### src/rtl/util_dec_pkg.sv
package util_dec_pkg;
  localparam int PORT_W      = 8;
  localparam int LATCH_N     = 8;
  localparam int LATCH_SEL_W = $clog2(LATCH_N);
  localparam int PULSE_FIRST = 2;
  localparam int PULSE_LAST  = 7;
  localparam logic [3:0] FUNC_UTIL  = 4'hF;
  localparam logic [3:0] CODE_PORT  = 4'h0;
  localparam logic [3:0] CODE_LATCH = 4'h1;

  // Strobes from the decoder to the register datapath
  typedef struct packed {
    logic                          portLoad;
    logic [PORT_W-1:0]             portVal;
    logic                          latchWr;
    logic [LATCH_SEL_W-1:0]        latchSel;
    logic                          latchBit;
    logic [PULSE_LAST:PULSE_FIRST] pulseFire;
  } utilStrb_t;
endpackage

### src/rtl/util_dec_ctrl.sv
module util_dec_ctrl
  import util_dec_pkg::*;
#(
  parameter int              ADDR_W    = 16,
  parameter int              DATA_W    = 24,
  parameter logic [ADDR_W-1:0] UTIL_ADDR = 16'hFFB0
) (
  input  logic [ADDR_W-1:0] busAddr,
  input  logic [DATA_W-1:0] busData,
  input  logic              wrStb,
  input  logic              spaceX,
  output utilStrb_t         strb
);
  logic       hit;
  logic [3:0] funcSel;
  logic [3:0] code;
  logic       unusedDelay;

  assign funcSel     = busData[15:12];
  assign code        = busData[11:8];
  // Delay field is consumed elsewhere in the system
  assign unusedDelay = ^busData[DATA_W-1:16];

  assign hit = wrStb && spaceX && (busAddr == UTIL_ADDR) && (funcSel == FUNC_UTIL);

  always_comb begin
    strb          = '0;
    strb.portVal  = busData[PORT_W-1:0];
    strb.latchSel = busData[LATCH_SEL_W:1];
    strb.latchBit = busData[0];
    strb.portLoad = hit && (code == CODE_PORT);
    strb.latchWr  = hit && (code == CODE_LATCH);
    for (int i = PULSE_FIRST; i <= PULSE_LAST; i++) begin
      strb.pulseFire[i] = hit && (code == 4'(i));
    end
  end
endmodule

### src/rtl/util_dec_datapath.sv
module util_dec_datapath
  import util_dec_pkg::*;
#(
  parameter int PULSE_CYCLES = 4
) (
  input  logic                          clk,
  input  logic                          rstN,
  input  utilStrb_t                     strb,
  output logic [PORT_W-1:0]             portOut,
  output logic [PULSE_LAST:PULSE_FIRST] pulseN,
  output logic [LATCH_N-1:0]            latchOut
);
  localparam int CNT_W = $clog2(PULSE_CYCLES + 1);
  localparam logic [CNT_W-1:0] CNT_LOAD = CNT_W'(PULSE_CYCLES);

  always_ff @(posedge clk or negedge rstN) begin
    if (!rstN) begin
      portOut <= '0;
    end else if (strb.portLoad) begin
      portOut <= strb.portVal;
    end
  end

  genvar li;
  generate
    for (li = 0; li < LATCH_N; li++) begin : g_latch
      always_ff @(posedge clk or negedge rstN) begin
        if (!rstN) begin
          latchOut[li] <= 1'b0;
        end else if (strb.latchWr && (strb.latchSel == LATCH_SEL_W'(li))) begin
          latchOut[li] <= strb.latchBit;
        end
      end
    end
  endgenerate

  genvar pi;
  generate
    for (pi = PULSE_FIRST; pi <= PULSE_LAST; pi++) begin : g_pulse
      logic [CNT_W-1:0] remain;
      always_ff @(posedge clk or negedge rstN) begin
        if (!rstN) begin
          remain <= '0;
        end else if (strb.pulseFire[pi]) begin
          remain <= CNT_LOAD;
        end else if (remain != '0) begin
          remain <= remain - 1'b1;
        end
      end
      assign pulseN[pi] = (remain == '0);
    end
  endgenerate
endmodule

### src/rtl/util_write_decoder.sv
module util_write_decoder
  import util_dec_pkg::*;
#(
  parameter int                ADDR_W       = 16,
  parameter int                DATA_W       = 24,
  parameter logic [ADDR_W-1:0] UTIL_ADDR    = 16'hFFB0,
  parameter int                PULSE_CYCLES = 4
) (
  input  logic                          clk,
  input  logic                          rstN,
  input  logic [ADDR_W-1:0]             busAddr,
  input  logic [DATA_W-1:0]             busData,
  input  logic                          wrStb,
  input  logic                          spaceX,
  output logic [PORT_W-1:0]             portOut,
  output logic [PULSE_LAST:PULSE_FIRST] pulseN,
  output logic [LATCH_N-1:0]            latchOut
);
  utilStrb_t strb;

  util_dec_ctrl #(
    .ADDR_W(ADDR_W), .DATA_W(DATA_W), .UTIL_ADDR(UTIL_ADDR)
  ) u_ctrl (
    .busAddr(busAddr), .busData(busData), .wrStb(wrStb), .spaceX(spaceX), .strb(strb)
  );

  util_dec_datapath #(
    .PULSE_CYCLES(PULSE_CYCLES)
  ) u_dp (
    .clk(clk), .rstN(rstN), .strb(strb),
    .portOut(portOut), .pulseN(pulseN), .latchOut(latchOut)
  );
endmodule

### config.mk
export PLATFORM = sky130hd
export DESIGN_NAME = util_write_decoder
export DESIGN_NICKNAME = d
export VERILOG_FILES = /design/src/rtl/util_dec_pkg.sv /design/src/rtl/util_dec_ctrl.sv /design/src/rtl/util_dec_datapath.sv /design/src/rtl/util_write_decoder.sv
export SDC_FILE = /design/constraint.sdc
export NUM_CORES = 1
export LEC_CHECK = 0
export BUFFER_PORTS_ARGS = -buffer_cell sky130_fd_sc_hd__buf_2
export CAP_MARGIN = 10
export CELL_PAD_IN_SITES_DETAIL_PLACEMENT = 0
export CELL_PAD_IN_SITES_GLOBAL_PLACEMENT = 1
export CORE_MARGIN = 3
export CORE_UTILIZATION = 25
export CTS_CLUSTER_SIZE = 25
export DETAILED_ROUTE_END_ITERATION = 10
export HOLD_SLACK_MARGIN = 0.15
export PLACE_DENSITY = 0.64
export SLEW_MARGIN = 0
export SYNTH_ARGS = -nofsm -noshare
export SYNTH_HDL_FRONTEND = slang
export SYNTH_SLANG_ARGS = --single-unit
### constraint.sdc
create_clock -name clk -period 1.65 [get_ports clk]
set_input_delay 0.33 -clock clk [delete_from_list [all_inputs] [get_ports clk]]
set_output_delay 0.33 -clock clk [all_outputs]
set_load 0.01 [all_outputs]
# Word-level counts from Yosys, hierarchy flattened
# Cells that the tools add are included.
# totals
regBits	34
inputBits	44
# op_classes
addsub	6
eq_ne	16
mux	12
reduce_logical	39
# ops
operator	n
2-to-1 mux 3 bit	12
zero test 3 bit	7
logical AND 1 bit	19
nonzero test 3 bit	6
subtractor 3 x 1 -> 3 bit (second input constant)	6
equality test 16 bit (second input constant)	1
equality test 4 x 3 -> 1 bit (second input constant)	4
equality test 3 bit (second input constant)	4
nonzero test 2 bit	6
equality test 4 x 2 -> 1 bit (second input constant)	2
equality test 3 x 2 -> 1 bit (second input constant)	2
equality test 4 x 1 -> 1 bit (second input constant)	1
equality test 4 bit (second input constant)	1
zero test 4 bit	1
equality test 3 x 1 -> 1 bit (second input constant)	1

# Logic depth before layout (Yosys ltp)
# Gate-level depths: netlist (run 1).
# depth
depth_word	5
mapped_depth	6
ltp_nobuf	6

# Cells and area by module
# Synthesis (run 1) repeated with hierarchy kept, for this count alone.
# hier_totals
cells_unflattened	175
hier_area_um2	1859.3
# modules_own_cells
module	instances	cells_per_inst	area_per_inst_um2	seq_area_each_um2
util_dec_datapath	1	140	1615.3	850.8
util_dec_ctrl	1	35	244.0	0.0

# Worst setup path after synthesis (run 1)
# No wires, ideal clock.
# synth_timing
kind	input to register
start	input busAddr[3]
end	register u_dp.latchOut[2]
t_arrival_ns	2.119
t_required_ns	1.522
slack_ns	-0.597
stages	5
n_path_buf	1
path_cell_list	or4b_4 > or4_1 > buf_4 > nor4_2 > mux2_1
# synth_via
elab_chain_len	5
# synth_lines
item	line_no	source
start: declaration	util_write_decoder.sv:11	input logic [ADDR_W-1:0] busAddr,
equality test 16 bit	util_dec_ctrl.sv:24	assign hit = wrStb && spaceX && (busAddr == UTIL_ADDR) && (funcSel == FUNC_UTIL);
logical AND 1 bit (2 in series)	util_dec_ctrl.sv:24	
logical AND 1 bit	util_dec_ctrl.sv:32	strb.latchWr = hit && (code == CODE_LATCH);
logical AND 1 bit	util_dec_datapath.sv:30	end else if (strb.latchWr && (strb.latchSel == LATCH_SEL_W'(li))) begin
end signal: indexed assignment	util_dec_datapath.sv:31	latchOut[li] <= strb.latchBit;
end: declaration	util_dec_datapath.sv:11	output logic [LATCH_N-1:0] latchOut
# Every way passes these cells.
# A chain may end at the register's enable or synchronous reset.

# Worst setup path after layout (run 1)
# Same ends and word-level chain as after synthesis.

==> metrics.log, run 1 <==
INFO  metric dp.final_hpwl = about 3.3 mm
INFO  metric io_pins = 66
INFO  metric detail_route.wl_per_cell = 12.12 microns
INFO  metric drtIter0Drc = 55
INFO  metric synth_enable_flop_cells = 0
INFO  metric power.leakage = 1.411 nW
INFO  metric cpPeakStageDelay = 0.57 ns
INFO  metric remaining_drc_errors = 0
INFO  metric clk_pin_slew_worst_paths = around 0.070 ns
INFO  metric finish.utilization = 38.39%
INFO  metric cts-buffers-inserted = 5
INFO  metric remaining_antenna_violation_count = 0
INFO  metric drt_pass1_iterations = 4
INFO  metric p_per_area = approximately 870 mW/mm^2
INFO  metric postSynth.asyncResetShare = 100.0%
INFO  metric violations = setup timing
INFO  metric number_of_antenna_violations_at_the_first_check_in_global_routing = 0
INFO  metric grt_start_max_net_pins = 35
INFO  metric groute.usage.overall = a little over a tenth
INFO  metric category_of_cells_accounting_for_the_largest_share_of_critical_path_delay = simple AND/OR/NAND/NOR gates
INFO  metric post-place-cells = roughly 350
INFO  metric rows = 30
INFO  metric worst_ir_drop_vdd = between 0.7 and 0.8 mV
INFO  metric maxSlewHeadroom = between 70 and 80%
INFO  metric required_time_reported_for_the_critical_path_endpoint = 1.82 ns
INFO  metric critPathCaptureType = register
INFO  metric finalNetCount = around 320
INFO  metric die-area = 0.008449 sq mm
INFO  metric synth_commonest_cells = sky130_fd_sc_hd__dfrtp_1, sky130_fd_sc_hd__nor2_1, sky130_fd_sc_hd__inv_1
INFO  metric worstSetupPathType = input pin to register
INFO  metric setup_total_negative_slack = -1.955 ns
INFO  metric final_instance_area = 0.002680 sq mm
INFO  metric yosys-top-cells-area = sky130_fd_sc_hd__dfrtp_1, sky130_fd_sc_hd__ha_1, sky130_fd_sc_hd__mux2_1, sky130_fd_sc_hd__nor2_1, sky130_fd_sc_hd__nor4_2
INFO  metric ctsLongestPathBuffers = 2
INFO  metric critPathArrivalTime = 1.98 ns
INFO  metric setup_violations = 21
INFO  metric postPlaceCellArea = 0.002472 sq mm
INFO  metric synth.ff_latch_count = 34
INFO  metric grt_pass1_wl = between 7 and 8 mm
INFO  metric fillers = ~720
INFO  metric setup.worst_path.start_class = input pin
INFO  metric report.final.hold_viol_count = 0
INFO  metric syn_avg_cell_area = ~11 sq um
INFO  metric timing_max_transition_violations_final = 0
INFO  metric grt_setup_unrepaired = yes
INFO  metric final-seq-area = 850.8 sq um
INFO  metric n_antenna_cell = 0
INFO  metric critical_path.max_fanout = 5
INFO  metric finClkSkew = 0.006447 ns
INFO  metric post_synth_instance_area = 0.001846 sq mm
INFO  metric critPathSlowestCell = sky130_fd_sc_hd__or4b_4
INFO  metric ctsHtreeMaxLevel = 2
INFO  metric overflow = 0
INFO  metric mappedNetlistNets = 230
INFO  metric synthDominantCellAreaShare = between 40% and 50%
INFO  metric gpl.final_weighted_congestion = around 0.7
INFO  metric cp_cell_sequence = buf_6 > or4b_4 > or4_4 > nor4_2 > mux2_1
INFO  metric grt_pass1_vias = 1574
INFO  metric netlist-cell-type-count = 28
INFO  metric final_layout_size_suffix_gt1_share = 47.91%
INFO  metric fmaxAchievable = ~550 MHz
INFO  metric worst_hold_slack = roughly 0.28 ns
INFO  metric routed_via_density = 4.281
INFO  metric cts.sinks = 34
INFO  metric cts_tree = built
INFO  metric multi_input_area = 0.001060 sq mm
INFO  metric maxCapViolCount = 0
INFO  metric path_buf_inv = 1
INFO  metric min-delay-path-class = input pin to register
INFO  metric worst_pin_slew = between 0.4 and 0.5 ns
INFO  metric detailroute.via_count = 1537
INFO  metric yosys.cell_count.top_type = sky130_fd_sc_hd__dfrtp_1
INFO  metric portBuffers = between 50 and 60
INFO  metric post-route-worst-setup-slack = -0.1670 ns
INFO  metric final_cells = 359
INFO  metric synthCells = ~170
INFO  metric drt_wl_total = 4.352 mm
INFO  metric die_width = around 90 microns
INFO  metric clk-insertion-delay-late = 0.28 ns
INFO  metric min_period = approximately 1.8 ns
INFO  metric final.period_utilization = 110.1%
INFO  metric synth-seq-area-share = a little under half
INFO  metric root_buffer = sky130_fd_sc_hd__clkbuf_8
INFO  metric core-area = approximately 0.007 sq mm
INFO  metric outcome = finished with violations
INFO  metric floorplan.die.height = 91.92 microns
INFO  metric yosys_most_used_dff = sky130_fd_sc_hd__dfrtp_1
INFO  metric library_cell_with_the_largest_summed_area_after_synthesis = sky130_fd_sc_hd__dfrtp_1
INFO  metric area.growth.synth_to_final = 45.22%
INFO  metric synthesis.yosys.warnings = 0
INFO  metric floorplan.initialDensity = roughly a quarter
[worst paths after layout]
| check | slack (ns) | cells after the start | to | from |
|---|---|---|---|---|
| setup / recovery | -0.17 | 5 | u_dp.latchOut[2]$_DFFE_PN0P_ | busAddr[3] |
| hold / removal | 0.28 | 2 | u_dp.portOut[6]$_DFFE_PN0P_ | busData[6] |
| setup reg to reg | 0.37 | 7 | u_dp.g_pulse[4].remain[1]$_DFFE_PN0P_ | u_dp.g_pulse[4].remain[0]$_DFFE_PN0P_ |
| hold reg to reg | 0.50 | 1 | u_dp.latchOut[0]$_DFFE_PN0P_ | u_dp.latchOut[0]$_DFFE_PN0P_ |
| max in group asynchronous | 0.72 | 3 | u_dp.g_pulse[4].remain[1]$_DFFE_PN0P_ | rstN |
| min in group asynchronous | 0.61 | 3 | u_dp.latchOut[4]$_DFFE_PN0P_ | rstN |
[area by class of cell]
type / count / share of cell area, %
clock buffers: 7 / 3.221
multi-input cells: 124 / 39.54
inverters: 13 / 1.821
repair buffers: 84 / 19.00
flip-flops and latches: 34 / 31.75
clock inverters: 1 / 0.1867
well taps: 96 / 4.482
[cells by family (layout without fill, tap and decap cells)]
family	after synthesis	count (layout)	share of synthesized area, %
AOI/OAI and AO/OA	9	9	2.644
xor gates and xnor gates	6	6	2.847
adders and majority gates	12	12	8.135
buffers and inverters	17	105	3.864
DFF	34	34	46.10
muxes	21	21	12.47
and+or+nand+nor	75	76	23.93
[per-layer routing]
metal	track usage (%)	wire length (microns)	vias up
li1	-	-	774
met4	4.332	69	0
met2	17.58	2116	27
met3	2.379	173	6
met5	0	0	-
met1	14.13	1993	730
[report_power, final]
| group | switching [W] | internal, W |
|---|---|---|
| sequential | 0.0000572 | 0.000913 |
| combinational | 0.000349 | 0.000378 |
| clock | 0.000305 | 0.000337 |
[sequential cells by signal, summed over array words and instances, names as in the netlist]
name	flops
u_dp.g_pulse.remain	18
u_dp.portOut	8
u_dp.latchOut	8
[cell usage in the layout, fill, tap and decap left out, drive strengths merged, types with 4 or more instances in the layout]
cell,synthesis,routed
dfrtp,34,34
buf,2,83
xnor2,6,6
mux2,16,16
ha,12,12
inv,13,13
nor3,4,4
nor2b,9,9
nand2b,4,4
a21oi,7,7
nor2,23,23
nand4,6,6
nor4,5,5
mux2i,5,5
nand2,7,7
nand3,6,6
clkbuf,2,7
[metrics by stage]
| stage | power (W) | worst slack, ns |
|---|---|---|
| detailed placement | 0.001664 | -0.5192 |
| global placement | 0.001656 | -0.4903 |
| CTS | 0.002328 | -0.1729 |
| finish | 0.002340 | -0.1670 |
| floorplan | 0.001363 | -0.3840 |
| global route | 0.002508 | -0.2133 |
[repair_timing]
item                                   CTS  global route
gates cloned                             1             0
hold buffers                             1             0
pin swaps                                3             0
setup endpoints to repair               26            33
endpoints found under the hold margin   34             0
resized for setup                        9            12
setup buffers                            1             2
Power figures use the tool's default switching activity.
==> run 2: changes to the inputs <==
--- a/config.mk
+++ b/config.mk
@@ -10,11 +10,11 @@
 export CELL_PAD_IN_SITES_DETAIL_PLACEMENT = 0
 export CELL_PAD_IN_SITES_GLOBAL_PLACEMENT = 1
 export CORE_MARGIN = 3
-export CORE_UTILIZATION = 25
+export CORE_UTILIZATION = 37
 export CTS_CLUSTER_SIZE = 25
 export DETAILED_ROUTE_END_ITERATION = 10
-export HOLD_SLACK_MARGIN = 0.15
-export PLACE_DENSITY = 0.64
+export HOLD_SLACK_MARGIN = 0.1
+export PLACE_DENSITY = 0.86
 export SLEW_MARGIN = 0
 export SYNTH_ARGS = -nofsm -noshare
 export SYNTH_HDL_FRONTEND = slang
==> constraint.sdc (replaced) <==
create_clock -name clk -period 1.65 [get_ports clk]
set_input_delay 0.33 -clock clk [delete_from_list [all_inputs] [get_ports clk]]
set_output_delay 0.33 -clock clk [all_outputs]
set_load 0.05 [all_outputs]
==> run 2 against run 1 <==
  * The run still ends with setup timing left
  * Clock skew decreased by 0.0055 ns
  * Wire length decreased by 5.2%
  * Count of clock-buffer cells in the layout stayed put
  * Highest routed layer unchanged
==> metrics.log, run 2 (same netlist as run 1, synthesis figures left out) <==
INFO  metric drtIter0Drc = 52 (was 55)
INFO  metric floorplan.die.height = 76.63 microns (was 91.92 microns)
INFO  metric die_width = 76.63 microns (was 91.92 microns)
INFO  metric worst_ir_drop_vdd = 0.5680 mV (was 0.7287 mV)
INFO  metric detail_route.wl_per_cell = 12.54 microns (was 12.12 microns)
INFO  metric dp.final_hpwl = 3.119 mm (was 3.301 mm)
INFO  metric worst_hold_slack = 0.2741 ns (was 0.2767 ns)
INFO  metric remaining_drc_errors = 0 (unchanged)
INFO  metric groute.usage.overall = 14.80% (was 10.89%)
INFO  metric grt_setup_unrepaired = yes (unchanged)
INFO  metric critPathArrivalTime = 1.99 ns (was 1.98 ns)
INFO  metric maxCapViolCount = 0 (unchanged)
INFO  metric cts.sinks = 34 (unchanged)
INFO  metric final_cells = 329 (was 359)
INFO  metric core-area = 0.004786 sq mm (was 0.006982 sq mm)
INFO  metric drt_pass1_iterations = 4 (unchanged)
INFO  metric register_containing_the_most_flip_flops_in_the_final_layout = u_dp.g_pulse.remain (unchanged)
INFO  metric grt_start_max_net_pins = 21 (was 35)
INFO  metric io_pins = 66 (unchanged)
INFO  metric fmaxAchievable = 548.7 MHz (was 550.3 MHz)
INFO  metric root_buffer = sky130_fd_sc_hd__clkbuf_8 (unchanged)
INFO  metric fillers = 413 (was 716)
INFO  metric ctsHtreeMaxLevel = 2 (unchanged)
INFO  metric number_of_antenna_violations_at_the_first_check_in_global_routing = 0 (unchanged)
INFO  metric worst_pin_slew = 0.3681 ns (was 0.4431 ns)
INFO  metric required_time_reported_for_the_critical_path_endpoint = 1.81 ns (was 1.82 ns)
INFO  metric remaining_antenna_violation_count = 0 (unchanged)
INFO  metric ctsLongestPathBuffers = 2 (unchanged)
INFO  metric routed_via_density = 4.760 (was 4.281)
INFO  metric finClkSkew = 0.0009251 ns (was 0.006447 ns)
INFO  metric finalNetCount = 317 (was 318)
INFO  metric setup.worst_path.start_class = input pin (unchanged)
INFO  metric portBuffers = 57 (unchanged)
INFO  metric cts-buffers-inserted = 5 (unchanged)
INFO  metric n_antenna_cell = 0 (unchanged)
INFO  metric grt_pass1_vias = 1515 (was 1574)
INFO  metric overflow = 0 (unchanged)
INFO  metric top_library_cells_by_usage_in_the_layout_fill_and_taps_aside = sky130_fd_sc_hd__buf_2, sky130_fd_sc_hd__dfrtp_1, sky130_fd_sc_hd__nor2_1, sky130_fd_sc_hd__buf_4 (was sky130_fd_sc_hd__buf_2, sky130_fd_sc_hd__dfrtp_1, sky130_fd_sc_hd__buf_4, sky130_fd_sc_hd__nor2_1, sky130_fd_sc_hd__ha_1)
INFO  metric power.leakage = 1.470 nW (was 1.411 nW)
INFO  metric final_layout_size_suffix_gt1_share = 49.62% (was 47.91%)
INFO  metric post-place-cells = 313 (was 346)
INFO  metric drt_wl_total = 4.126 mm (was 4.352 mm)
INFO  metric dr_wl_met2 = 1.967 mm (was 2.116 mm)
INFO  metric final.period_utilization = 110.5% (was 110.1%)
INFO  metric min_period = 1.822 ns (was 1.817 ns)
INFO  metric maxSlewHeadroom = 75.46% (was 70.46%)
INFO  metric p_per_area = 989.7 mW/mm^2 (was 873.0 mW/mm^2)
INFO  metric detailroute.via_count = 1566 (was 1537)
INFO  metric worstSetupPathType = input pin to register (unchanged)
INFO  metric critical_path.max_fanout = 5 (unchanged)
INFO  metric grt_pass1_wl = 6.934 mm (was 7.403 mm)
INFO  metric final-seq-area = 850.8 sq um (unchanged)
INFO  metric violations = setup timing (unchanged)
INFO  metric die-area = 0.005871 sq mm (was 0.008449 sq mm)
INFO  metric multi_input_area = 0.001099 sq mm (was 0.001060 sq mm)
INFO  metric biggestRegsByFlops = u_dp.g_pulse.remain x18, u_dp.latchOut x8, u_dp.portOut x8 (unchanged)
INFO  metric gpl.final_weighted_congestion = 0.7314 (was 0.7130)
INFO  metric floorplan.initialDensity = 38.56% (was 26.43%)
INFO  metric outcome = finished with violations (unchanged)
INFO  metric route.top_layer_used = met4 (unchanged)
INFO  metric timing_max_transition_violations_final = 0 (unchanged)
INFO  metric clk_pin_slew_worst_paths = 0.07 ns (about the same)
INFO  metric finish.utilization = 57.33% (was 38.39%)
INFO  metric report.final.hold_viol_count = 0 (unchanged)
INFO  metric area.growth.synth_to_final = 48.68% (was 45.22%)
INFO  metric rows = 25 (was 30)
INFO  metric largest_register_ffs = 18 (unchanged)
INFO  metric critPathCaptureType = register (unchanged)
INFO  metric post-route-worst-setup-slack = -0.1725 ns (was -0.1670 ns)
INFO  metric setup_violations = 24 (was 21)
INFO  metric setup_total_negative_slack = -2.188 ns (was -1.955 ns)
INFO  metric dr_wl_met3 = 239 microns (was 173 microns)
INFO  metric pre_cts_slack = -0.5105 ns (was -0.5192 ns)
INFO  metric cts_tree = built (unchanged)
INFO  metric mostFrequentLayoutCell = sky130_fd_sc_hd__buf_2 (unchanged)
INFO  metric min-delay-path-class = input pin to register (unchanged)
INFO  metric wl_met1 = 1.857 mm (was 1.993 mm)
INFO  metric clk-insertion-delay-late = 0.28 ns (about the same)
-- run 2: cell count changes in the layout (fill, tap and decap cells not counted), moves of 3 or more --
cell and change:
sky130_fd_sc_hd__buf_4 -4, sky130_fd_sc_hd__buf_8 +3, sky130_fd_sc_hd__buf_6 +5, sky130_fd_sc_hd__mux2_1 -3, sky130_fd_sc_hd__nor2b_4 +3, sky130_fd_sc_hd__buf_2 -6, sky130_fd_sc_hd__nor2b_2 -3
-- run 2: per-layer routing --
| metal | vias to the layer above | global-route usage (%) |
|---|---|---|
| met5 | - | 0 |
| met4 | 0 | 3.986 |
| met3 | 7 | 5.437 |
| met2 | 45 | 23.81 |
| met1 | 737 | 18.75 |
| li1 | 777 | - |
-- run 2: area by class of cell --
class                           count  area share, %
Inverter                           13          1.778
Timing Repair Buffer               83          20.79
Tap cell                           67          3.055
Multi-Input combinational cell    124          40.04
Clock buffer                        7          3.146
Clock inverter                      1         0.1824
Sequential cell                    34          31.01
-- run 2: repair_timing --
item | CTS | global route
gates cloned | 1 | 0
pin swaps | 7 | 6
hold buffers | 1 | 0
endpoints found under the setup margin | 32 | 38
setup buffers | 4 | 3
resized for setup | 26 | 14
endpoints found under the hold margin | 14 | 0
-- run 2: final timing paths --
check	endpoint	cells after the start	slack [ns]	startpoint
min in group asynchronous	u_dp.latchOut[2]$_DFFE_PN0P_	2	0.49	rstN
max reg2reg	u_dp.g_pulse[6].remain[1]$_DFFE_PN0P_	7	0.39	u_dp.g_pulse[6].remain[0]$_DFFE_PN0P_
min reg2reg	u_dp.latchOut[3]$_DFFE_PN0P_	1	0.50	u_dp.latchOut[3]$_DFFE_PN0P_
min	u_dp.portOut[6]$_DFFE_PN0P_	2	0.27	busData[6]
max	u_dp.latchOut[3]$_DFFE_PN0P_	5	-0.17	busAddr[3]
max in group asynchronous	u_dp.portOut[0]$_DFFE_PN0P_	3	0.74	rstN
-- run 2: through the flow --
step	cell area, sq um	power, W
floorplan	1927	0.001598
global placement	2434	0.001835
detailed placement	2434	0.001851
CTS	2676	0.002650
global route	2744	0.002881
finish	2744	0.002716
-- run 2: critical path, cell delays in order --
cell                     delay (ns)
sky130_fd_sc_hd__buf_6         0.09
sky130_fd_sc_hd__or4b_4        0.55
sky130_fd_sc_hd__or4_4         0.50
sky130_fd_sc_hd__nor4_2        0.17
sky130_fd_sc_hd__mux2_1        0.34
-- run 2: where the power goes --
group | internal [W] | switching, W
clock | 0.000336 | 0.000294
combinational | 0.000521 | 0.000581
sequential | 0.000913 | 0.0000695
